===== src/rtl/pdm_density_pkg.sv =====
`timescale 1ns/1ps
package pdm_density_pkg;

  // which level the switch returns to the summing junction
  typedef enum logic {
    FB_ZERO = 1'b0,
    FB_FULL = 1'b1
  } fb_sel_e;

  // accumulator headroom above the code width
  localparam int unsigned ACC_GUARD = 2;

  function automatic int unsigned acc_width(input int unsigned code_w);
    return code_w + ACC_GUARD;
  endfunction

endpackage


===== src/rtl/pdm_code_limit.sv =====
`timescale 1ns/1ps
module pdm_code_limit #(
  parameter int unsigned DW = 11
) (
  input  logic [DW-1:0] code_i,
  input  logic [DW-1:0] dmax_i,
  output logic [DW-1:0] code_o
);

  always_comb begin
    if (code_i > dmax_i) begin
      code_o = dmax_i;
    end else begin
      code_o = code_i;
    end
  end

endmodule


===== src/rtl/pdm_sum_junction.sv =====
`timescale 1ns/1ps
module pdm_sum_junction
  import pdm_density_pkg::*;
#(
  parameter int unsigned DW = 11,
  parameter int unsigned IW = DW + 2
) (
  input  logic [DW-1:0]        code_i,
  input  logic [DW-1:0]        dmax_i,
  input  fb_sel_e              fb_sel_i,
  input  logic signed [IW-1:0] acc_i,
  output logic signed [IW-1:0] acc_nx_o
);

  localparam int unsigned PAD = IW - DW;

  logic signed [IW-1:0] code_s;
  logic signed [IW-1:0] fb_s;
  logic signed [IW-1:0] err_s;

  assign code_s = $signed({{PAD{1'b0}}, code_i});

  always_comb begin
    if (fb_sel_i == FB_FULL) begin
      fb_s = $signed({{PAD{1'b0}}, dmax_i});
    end else begin
      fb_s = '0;
    end
  end

  assign err_s    = code_s - fb_s;
  assign acc_nx_o = acc_i + err_s;

endmodule


===== src/rtl/pdm_acc_reg.sv =====
`timescale 1ns/1ps
module pdm_acc_reg #(
  parameter int unsigned IW = 13
) (
  input  logic                 clk_i,
  input  logic                 rst_ni,
  input  logic                 en_i,
  input  logic signed [IW-1:0] acc_nx_i,
  output logic signed [IW-1:0] acc_q_o,
  output logic                 bit_q_o
);

  logic signed [IW-1:0] acc_d;
  logic signed [IW-1:0] acc_q;
  logic                 bit_d;
  logic                 bit_q;

  // next state: comparator on the updated sum, hold when not strobed
  always_comb begin
    acc_d = acc_q;
    bit_d = bit_q;
    if (en_i) begin
      acc_d = acc_nx_i;
      bit_d = (acc_nx_i > 0);
    end
  end

  always_ff @(posedge clk_i or negedge rst_ni) begin
    if (!rst_ni) begin
      acc_q <= '0;
      bit_q <= 1'b0;
    end else begin
      acc_q <= acc_d;
      bit_q <= bit_d;
    end
  end

  assign acc_q_o = acc_q;
  assign bit_q_o = bit_q;

endmodule


===== src/rtl/pdm_density_mod.sv =====
`timescale 1ns/1ps
module pdm_density_mod
  import pdm_density_pkg::*;
#(
  parameter int unsigned DW = 11
) (
  input  logic          clk_i,
  input  logic          rst_ni,
  input  logic          smp_en_i,
  input  logic [DW-1:0] code_i,
  input  logic [DW-1:0] dmax_i,
  output logic          pdm_o
);

  localparam int unsigned IW = acc_width(DW);

  logic [DW-1:0]        code_lim;
  logic signed [IW-1:0] acc_q;
  logic signed [IW-1:0] acc_nx;
  logic                 pdm_q;
  fb_sel_e              fb_sel;

  assign fb_sel = pdm_q ? FB_FULL : FB_ZERO;

  pdm_code_limit #(.DW(DW)) u_limit (
    .code_i (code_i),
    .dmax_i (dmax_i),
    .code_o (code_lim)
  );

  pdm_sum_junction #(.DW(DW), .IW(IW)) u_junction (
    .code_i   (code_lim),
    .dmax_i   (dmax_i),
    .fb_sel_i (fb_sel),
    .acc_i    (acc_q),
    .acc_nx_o (acc_nx)
  );

  pdm_acc_reg #(.IW(IW)) u_acc (
    .clk_i    (clk_i),
    .rst_ni   (rst_ni),
    .en_i     (smp_en_i),
    .acc_nx_i (acc_nx),
    .acc_q_o  (acc_q),
    .bit_q_o  (pdm_q)
  );

  assign pdm_o = pdm_q;

endmodule


===== config.mk =====
export PLATFORM = sky130hd
export DESIGN_NAME = pdm_density_mod
export DESIGN_NICKNAME = d
export VERILOG_FILES = /design/src/rtl/pdm_density_pkg.sv /design/src/rtl/pdm_code_limit.sv /design/src/rtl/pdm_sum_junction.sv /design/src/rtl/pdm_acc_reg.sv /design/src/rtl/pdm_density_mod.sv
export SDC_FILE = /design/constraint.sdc
export NUM_CORES = 1
export LEC_CHECK = 0
export ABC_AREA = 1
export BUFFER_PORTS_ARGS = -buffer_cell sky130_fd_sc_hd__clkbuf_2
export CORE_ASPECT_RATIO = 1.5
export CORE_UTILIZATION = 61
export DETAILED_ROUTE_END_ITERATION = 10
export PLACE_DENSITY = 0.82
export SLEW_MARGIN = 10
export SYNTH_ARGS = -nofsm -noshare
export SYNTH_HDL_FRONTEND = slang
export SYNTH_HIERARCHICAL = 1
export SYNTH_SLANG_ARGS = --single-unit

===== constraint.sdc =====
create_clock -name clk_i -period 3.6 [get_ports clk_i]
set_input_delay 0.36 -clock clk_i [delete_from_list [all_inputs] [get_ports clk_i]]
set_output_delay 0.36 -clock clk_i [all_outputs]
set_load 0.01 [all_outputs]

==> results by group, run 1 <==
Outcome
  – Status: aborted with a tool error
  – Stop stage: 5_1_grt
  – Error msg: [ERROR GRT-0116] Global routing finished with congestion. Check the congestion regions in the DRC Viewer.

Place
  – Last weighted congestion value of the routability-driven placer: 0.931
  – Hpwl dp: 5730 um
  – Placed cell count: 527
  – Port Buffers: 25

Global routing
  – Pin count of the biggest net entering global routing: 19
  – GRT overflow: 1
  – GRT Overall Usage: 0.652
  – First-pass GRT wire length: 20100 um
  – Vias in the first global route: 3941

Logic synthesis
  – Post-synthesis cell area: 2470 um^2
  – Ys async rst share: 1.00
  – Mapped Cells: around 380
  – Number of library cell types mapped by synthesis: 31
  – EDFF count, synth: 0
  – Synth Register Bits: 14
  – Ys flop type: dfrtp_1
  – Sequential element share of the synthesized area: 0.142
  – Syn_nets: around 450
  – Synth warn: 6
  – Syn avg cell area: 6.44 um^2

Clocking
  – Maximum clock insertion buffer count: 2
  – Root Buffer: clkbuf_8
  – CTS Buf Count: 3
  – CTS H-tree depth: 1
  – Clock Sink Count: 14
  – Hold-fix buffer count after cts: 0

Floorplan
  – Chip Width: 53.9 um
  – Initial core utilization: 0.629
  – Placement Rows: 28
  – I/O pin total: 26
  – Die Ht: 79.9 um
## logic make-up after synthesis
group	count (synthesis)	synth area share
DFF	14	0.142
and+or+nand+nor	218	0.402
adders and majority gates	38	0.199
buffers and inverters	61	0.111
AOI/OAI and AO/OA	36	0.0898
xor gates and xnor gates	16	0.0568
## per-stage QoR
stage,util,cell area [um^2],setup WS [ns],setup TNS [ns]
2_1_floorplan,-,2640,-0.0423,-0.0423
3_3_place_gp,0.857,3360,-0.516,-2.46
3_5_place_dp,0.857,3360,-0.541,-3.09
4_1_cts,0.945,3710,-0.188,-0.188
## metal layers
metal | track usage | overflow
met1 | 0.600 | 1
met2 | 0.847 | 0
met3 | 0.486 | 0
met4 | 0.695 | 0
met5 | 0.0152 | 0
## synth_stat cells (2+ instances only)
library cell  number  share of area
a21o_1             4          0.012
a21oi_1           14          0.028
a21oi_2            3          0.011
a31oi_1            2         0.0051
buf_6              3          0.014
clkinv_1           2         0.0030
dfrtp_1           14           0.14
fa_1               2          0.016
ha_1              36           0.18
inv_1             50          0.076
inv_2              2         0.0030
nand2_1          140           0.21
nand2_2            9          0.023
nand3_1           13          0.026
nand3_2           14          0.057
nand3b_1           2         0.0061
nand4_1            3         0.0076
nor2_1            29          0.044
nor2_2             7          0.018
o21ai_0            7          0.014
o21bai_1           3         0.0091
xnor2_1            4          0.014
xor2_1            12          0.043
## what timing repair did
item | in CTS
endpoints found under the setup margin | 7
pin swaps | 40
gates resized for setup | 51
setup buffers | 8
==> run 2, diff against run 1 <==
--- a/config.mk
+++ b/config.mk
@@ -7,10 +7,9 @@
 export LEC_CHECK = 0
 export ABC_AREA = 1
 export BUFFER_PORTS_ARGS = -buffer_cell sky130_fd_sc_hd__clkbuf_2
-export CORE_ASPECT_RATIO = 1.5
-export CORE_UTILIZATION = 61
+export CORE_UTILIZATION = 40
 export DETAILED_ROUTE_END_ITERATION = 10
-export PLACE_DENSITY = 0.82
+export PLACE_DENSITY_LB_ADDON = 0.15
 export SLEW_MARGIN = 10
 export SYNTH_ARGS = -nofsm -noshare
 export SYNTH_HDL_FRONTEND = slang
==> run 2 against run 1 <==
Effect of this change:
- the flow now finishes, with violations (setup timing)
- synthesized area stayed put
- synthesized cell count unchanged
==> results by group, run 2 <==
Drt
  – Post-route ant nets: 0
  – Average wire per cell in the routed design: about 12 um
  – DRT Pass-1 Iters: 5
  – Routed vias: between 2000 and 3000
  – Via density per instance: ~4.8
  – Final wirelength: 6790 um
  – DRC violations left: 0
  – DRT iter0 DRCs: 97

Clocking
  – CTS clock-pin slew for the worst setup and hold paths: 0.06 ns
  – Clock Sink Count: 14
  – CTS Buf Count: 3
  – CTS H-tree depth: 1
  – Worst-Skew Late Latency: 0.24 ns
  – CTS tree: yes
  – Root Buffer: clkbuf_8
  – Maximum clock insertion buffer count: 2

Logic synthesis
  – Synth top area cells: nand2_1 (21%), ha_1 (18%), dfrtp_1 (14%)
  – Ys async rst share: 1.00
  – Synth Register Bits: 14
  – Mapped Cells: 383
  – Top-area cell type share of the netlist area: 0.213
  – Number of library cell types mapped by synthesis: 31
  – Syn_nets: 446
  – Yosys top cell by area: nand2_1
  – Ys flop type: dfrtp_1
  – Syn avg cell area: 6.44 um^2
  – Post-synthesis cell area: 2470 um^2
  – EDFF count, synth: 0
  – Most frequent cell after synthesis: nand2_1
  – Sequential element share of the synthesized area: 0.142
  – Post-synth top cells: nand2_1 (140), inv_1 (50), ha_1 (36), nor2_1 (29)
  – Synth warn: 6

Layout
  – Most frequent cells in the layout: nand2_1 (114), buf_4 (88), inv_1 (36), nand2_2 (27)
  – Most common cell after layout, fill and taps aside: nand2_1
  – Max reg flops: 13
  – Layout cell share with drive strength beyond 1: 0.518
  – Post-route cell area: 4040 um^2
  – Area Growth Syn to Fin: 63.7%
  – Antenna diode count: 0
  – Fill cells: 496
  – Final Net Count: around 560

Place
  – Port Buffers: 25
  – Placed cell area: ~3400 um^2
  – Hpwl dp: 5220 um
  – Post-Place Setup Slack: -0.605 ns
  – Last weighted congestion value of the routability-driven placer: 0.852

Floorplan
  – Chip Width: 80.5 um
  – Core Area: 5920 um^2
  – I/O pin total: 26
  – Die Footprint: 6490 um^2
  – Initial core utilization: 0.417
  – Die Ht: between 80 and 90 um
  – Placement Rows: 28

Worst setup path
  – CP max FO: 7
  – Slowest cell on the critical path: ha_1
  – Crit-path max cell delay: 0.34 ns
  – Worst setup EP type: flip-flop
  – Critical path depth in cells: 30
  – CP top delay family: simple AND/OR/NAND/NOR gates
  – R2r setup slk: 0.30 ns
  – Critical Path AT: ~4 ns
  – Worst reg2reg path depth: 21
  – Critical path class: input port to flip-flop
  – CP Launch Type: input port
  – R2r endpoint: u_acc/bit_q_o
  – CP bufs+invs: 6
  – Critical Path RT: about 3.7 ns
  – R2R Path Start: u_acc/bit_q_o
  – Top cell by count, worst path: nand2_1

Global routing
  – Antenna violations before repair: 0
  – GRT Overall Usage: 0.205
  – Vias in the first global route: 2548
  – Pin count of the biggest net entering global routing: 19
  – First-pass GRT wire length: 10600 um
  – GRT overflow: 0

Job
  – Max Cap Viol: 0

STA
  – Fmax: 262 MHz
  – # setup viols final: 3
  – RSZ-0062 raised after global routing: yes
  – Min Tclk post-route: 3.82 ns
  – Final Worst Setup Slack: -0.219 ns
  – Final hold viol count: 0
  – Fin crit share: 1.06
  – Slew Limit Fails: 0
  – Worst rel slew slack: 0.744
  – Worst-Margin Slew: 0.384 ns
  – Fin Clk Skew: ~0.0055 ns

Pwr
  – Leak Pwr: around 2.1 nW
  – Maximum VDD drop: 0.709 mV
  – Power per cell area: between 1000 and 1500 nW/um^2

Hold path
  – Worst hold path class: input port to async pin

Outcome
  – Violated checks: setup timing
  – Status: finished, violations left
-- run 2: cell counts after synthesis --
No cell type changed its count.
-- run 2: cell type report --
class                      count  area (um^2)  share of cell area
sequential                    14          350              0.0867
timing repair buffer         117          900               0.223
clock buffer                   3         41.3              0.0102
multi-input combinational    308         2410               0.597
inverter                      56          244              0.0604
tap                           75         93.8              0.0232
-- run 2: worst reg2reg max path, stage by stage (launching register included) --
cell      delay [ns]
dfrtp_1         0.57
nand2_1         0.17
ha_4            0.28
buf_6           0.12
nand2_2         0.08
inv_2           0.04
nand2_1         0.09
clkinv_2        0.07
a21oi_2         0.15
xor2_1          0.23
ha_1            0.34
nand2_2         0.13
inv_1           0.06
a21oi_1         0.18
nand3_1         0.13
xor2_1          0.17
nor2_1          0.09
nand2_1         0.05
nor2_1          0.09
nand2_1         0.06
nand2_1         0.05
nand2_1         0.05
-- run 2: worst max path at each step --
stage                     slack [ns]       start            end
after floorplan                -0.04  dmax_i[10]  u_acc/bit_q_o
after global placement         -0.56  dmax_i[10]  u_acc/bit_q_o
after detailed placement       -0.61  dmax_i[10]  u_acc/bit_q_o
after CTS                      -0.07  dmax_i[10]  u_acc/bit_q_o
after global routing           -0.41   code_i[8]  u_acc/bit_q_o
final                          -0.22   code_i[8]  u_acc/bit_q_o
-- run 2: where the power goes --
| group | total, mW | internal (mW) | leakage [nW] | switching (mW) |
|---|---|---|---|---|
| Combinational | 3.68 | 1.82 | 1.90 | 1.87 |
| Sequential | 0.331 | 0.246 | 0.170 | 0.0853 |
| Clock | 0.127 | 0.0740 | 0.0216 | 0.0533 |
-- run 2: cell families after synthesis --
family / count (synthesis) / share of synthesized area
adder cells (fa/ha/maj): 38 / 0.199
AO/OA/AOI/OAI: 36 / 0.0898
buffers and inverters: 61 / 0.111
flip-flops: 14 / 0.142
XOR/XNOR: 16 / 0.0568
AND/OR/NAND/NOR: 218 / 0.402
-- run 2: layer usage --
layer,part of all wire,global-route usage
met2,0.50,0.370
met1,0.47,0.267
met5,0,0
met4,0,0.0107
met3,0.031,0.0273
-- run 2: what timing repair did --
action | CTS | global route
resized for setup | 28 | 94
setup endpoints to repair | 6 | 11
pin swaps | 21 | 65
endpoints found under the hold margin | 0 | 0
hold buffers | 0 | 0
setup buffers | 5 | 8
-- run 2: through the flow --
stage	TNS, ns	total power, mW	utilization	cells	hold WS, ns
finish	-0.243	4.14	0.682	573	0.0130
global route	-1.23	4.54	0.682	573	0.0463
CTS	-0.0886	3.47	0.612	565	0.0260
detailed placement	-3.40	3.18	0.574	557	0.286
global placement	-2.87	3.13	0.574	557	0.279
floorplan	-0.0423	2.08	-	383	0.0644
No activity file was read; power rests on OpenSTA's default activity.
==> run 3, diff against run 2 <==
--- a/config.mk
+++ b/config.mk
@@ -10,6 +10,7 @@
 export CORE_UTILIZATION = 40
 export DETAILED_ROUTE_END_ITERATION = 10
 export PLACE_DENSITY_LB_ADDON = 0.15
+export SKIP_CTS_REPAIR_TIMING = 1
 export SLEW_MARGIN = 10
 export SYNTH_ARGS = -nofsm -noshare
 export SYNTH_HDL_FRONTEND = slang
==> run 3 against run 2 <==
Effect of this change:
- the flow still finishes with violations (setup timing)
- clock power barely moved
- largest cell class unchanged
- critical endpoint unchanged
- final cell count decreased by 0.52%
- global-route usage decreased by 0.55 points
- worst setup slack improved by 0.093 ns
- maximum frequency grew 2.5%
- sequential share of layout area increased by 0.31 points
==> results by group, run 3 (synthesis results as in run 2) <==
Floorplan
  – Die Ht: a little over 80 um
  – Chip Width: around 81 um
  – Placement Rows: 28
  – Die Footprint: 6490 um^2
  – I/O pin total: 26
  – Core Area: 5920 um^2
  – Initial core utilization: 0.417

Place
  – Post-Place Setup Slack: -0.605 ns
  – Port Buffers: 25
  – Last weighted congestion value of the routability-driven placer: 0.852
  – Placed cell count: around 560
  – Placed cell area: 3400 um^2
  – Hpwl dp: 5220 um

Pwr
  – Overall Power: 3.87 mW
  – Flop pwr share: 0.085
  – Switching fraction of total power: 0.485
  – Leak Pwr: between 2 and 2.5 nW
  – Internal Power: 1.99 mW
  – Comb pwr share: 0.883
  – Maximum VDD drop: between 0.6 and 0.7 mV
  – Sw power: 1.88 mW
  – Power per cell area: 993 nW/um^2
  – Clock network fraction of design power: 0.033

Global routing
  – GRT overflow: 0
  – Pin count of the biggest net entering global routing: 19
  – Vias in the first global route: 2493
  – GRT Overall Usage: 0.199
  – First-pass GRT wire length: a little over 10000 um
  – Antenna violations before repair: 0

Clocking
  – Maximum clock insertion buffer count: 2
  – Root Buffer: clkbuf_8
  – Worst-Skew Late Latency: 0.24 ns
  – CTS tree: yes
  – Clock Sink Count: 14
  – CTS Buf Count: 3
  – CTS clock-pin slew for the worst setup and hold paths: around 0.060 ns
  – CTS H-tree depth: 1

Layout
  – Final Non-Filler Cells: 570
  – Antenna diode count: 0
  – Post-route cell area: roughly 3900 um^2
  – Max reg flops: 13
  – Final core utilization: 0.658
  – Layout cell share with drive strength beyond 1: 0.491
  – Most frequent cells in the layout: nand2_1 (116), buf_4 (88), inv_1 (36), nand2_2 (26), nor2_1 (22)
  – Fill cells: 516
  – Most common cell after layout, fill and taps aside: nand2_1
  – Final Net Count: 560
  – Area Growth Syn to Fin: 58.0%

STA
  – Worst rel slew slack: 0.740
  – Fmax: 268 MHz
  – Fin crit share: 1.04
  – Final hold viol count: 0
  – Slew Limit Fails: 0
  – Final Worst Setup Slack: -0.126 ns
  – Worst-Margin Slew: 0.389 ns
  – Min Tclk post-route: 3.73 ns
  – RSZ-0062 raised after global routing: yes
  – Fin Clk Skew: 0.00534 ns
  – # setup viols final: 2

Worst setup path
  – Slowest cell on the critical path: ha_1
  – CP Launch Type: input port
  – Critical Path RT: approximately 3.7 ns
  – Worst setup EP type: flip-flop
  – Critical Path AT: 3.86 ns
  – Critical path class: input port to flip-flop
  – Top cell by count, worst path: nand2_1
  – CP max FO: 7
  – Crit-path max cell delay: 0.34 ns

Drt
  – DRT Pass-1 Iters: 4
  – Final wirelength: 6580 um
  – DRC violations left: 0
  – Via density per instance: 4.74
  – DRT iter0 DRCs: 113
  – Post-route ant nets: 0
  – Routed vias: ~2700
  – Average wire per cell in the routed design: around 12 um

Job
  – Max Cap Viol: 0

Hold path
  – Worst hold path class: input port to async pin

Outcome
  – Violated checks: setup timing
  – Status: finished, violations left
-- run 3: path summary, 6_finish.rpt --
check	to	startpoint	cells after the start	slack, ns
worst max-delay path	u_acc/bit_q_o	dmax_i[3]	31	-0.13
max in group asynchronous	u_acc/acc_q_o[5]	rst_ni	1	3.33
worst min-delay path	u_acc/acc_q_o[12]	rst_ni	1	0.008
worst max register to register	u_acc/bit_q_o	u_acc/bit_q_o	21	0.38
worst min register to register	u_acc/acc_q_o[0]	u_acc/acc_q_o[0]	2	0.48
min in group clk_i	u_acc/acc_q_o[0]	u_acc/acc_q_o[0]	2	0.48
-- run 3: power groups by stage --
stage	sequential [mW]	clock, mW	combinational, mW
after floorplan	0.293	0	1.79
after global placement	0.326	0	2.81
after CTS	0.325	0.130	2.87
after global routing	0.336	0.135	3.79
final	0.327	0.127	3.42
after detailed placement	0.328	0	2.85
-- run 3: cell type report --
| type | count | area [um^2] | area share |
|---|---|---|---|
| Inverter | 56 | 240 | 0.0616 |
| Clock buffer | 3 | 41.3 | 0.0106 |
| Sequential cell | 14 | 350 | 0.0899 |
| Tap cell | 75 | 93.8 | 0.0241 |
| Timing Repair Buffer | 114 | 843 | 0.216 |
| Multi-Input combinational cell | 308 | 2330 | 0.598 |
-- run 3: metrics by stage --
stage	TNS [ns]	hold WS (ns)
detailed placement	-3.40	0.286
global placement	-2.87	0.279
global route	-1.23	0.0469
floorplan	-0.0423	0.0644
CTS	-1.23	0.0260
finish	-0.196	0.00779
-- run 3: worst max-delay path: cells and delay by family --
family | cells | cell delay (ns)
AOI/OAI and AO/OA | 2 | 0.26
xor gates and xnor gates | 2 | 0.37
and+or+nand+nor | 18 | 1.60
buffers and inverters | 6 | 0.43
adders and majority gates | 3 | 0.85
-- run 3: per-layer routing --
layer  share of wire  GRT usage
met3           0.024     0.0273
met4          0.0014     0.0107
met5               0          0
met1            0.48      0.264
met2            0.49      0.354
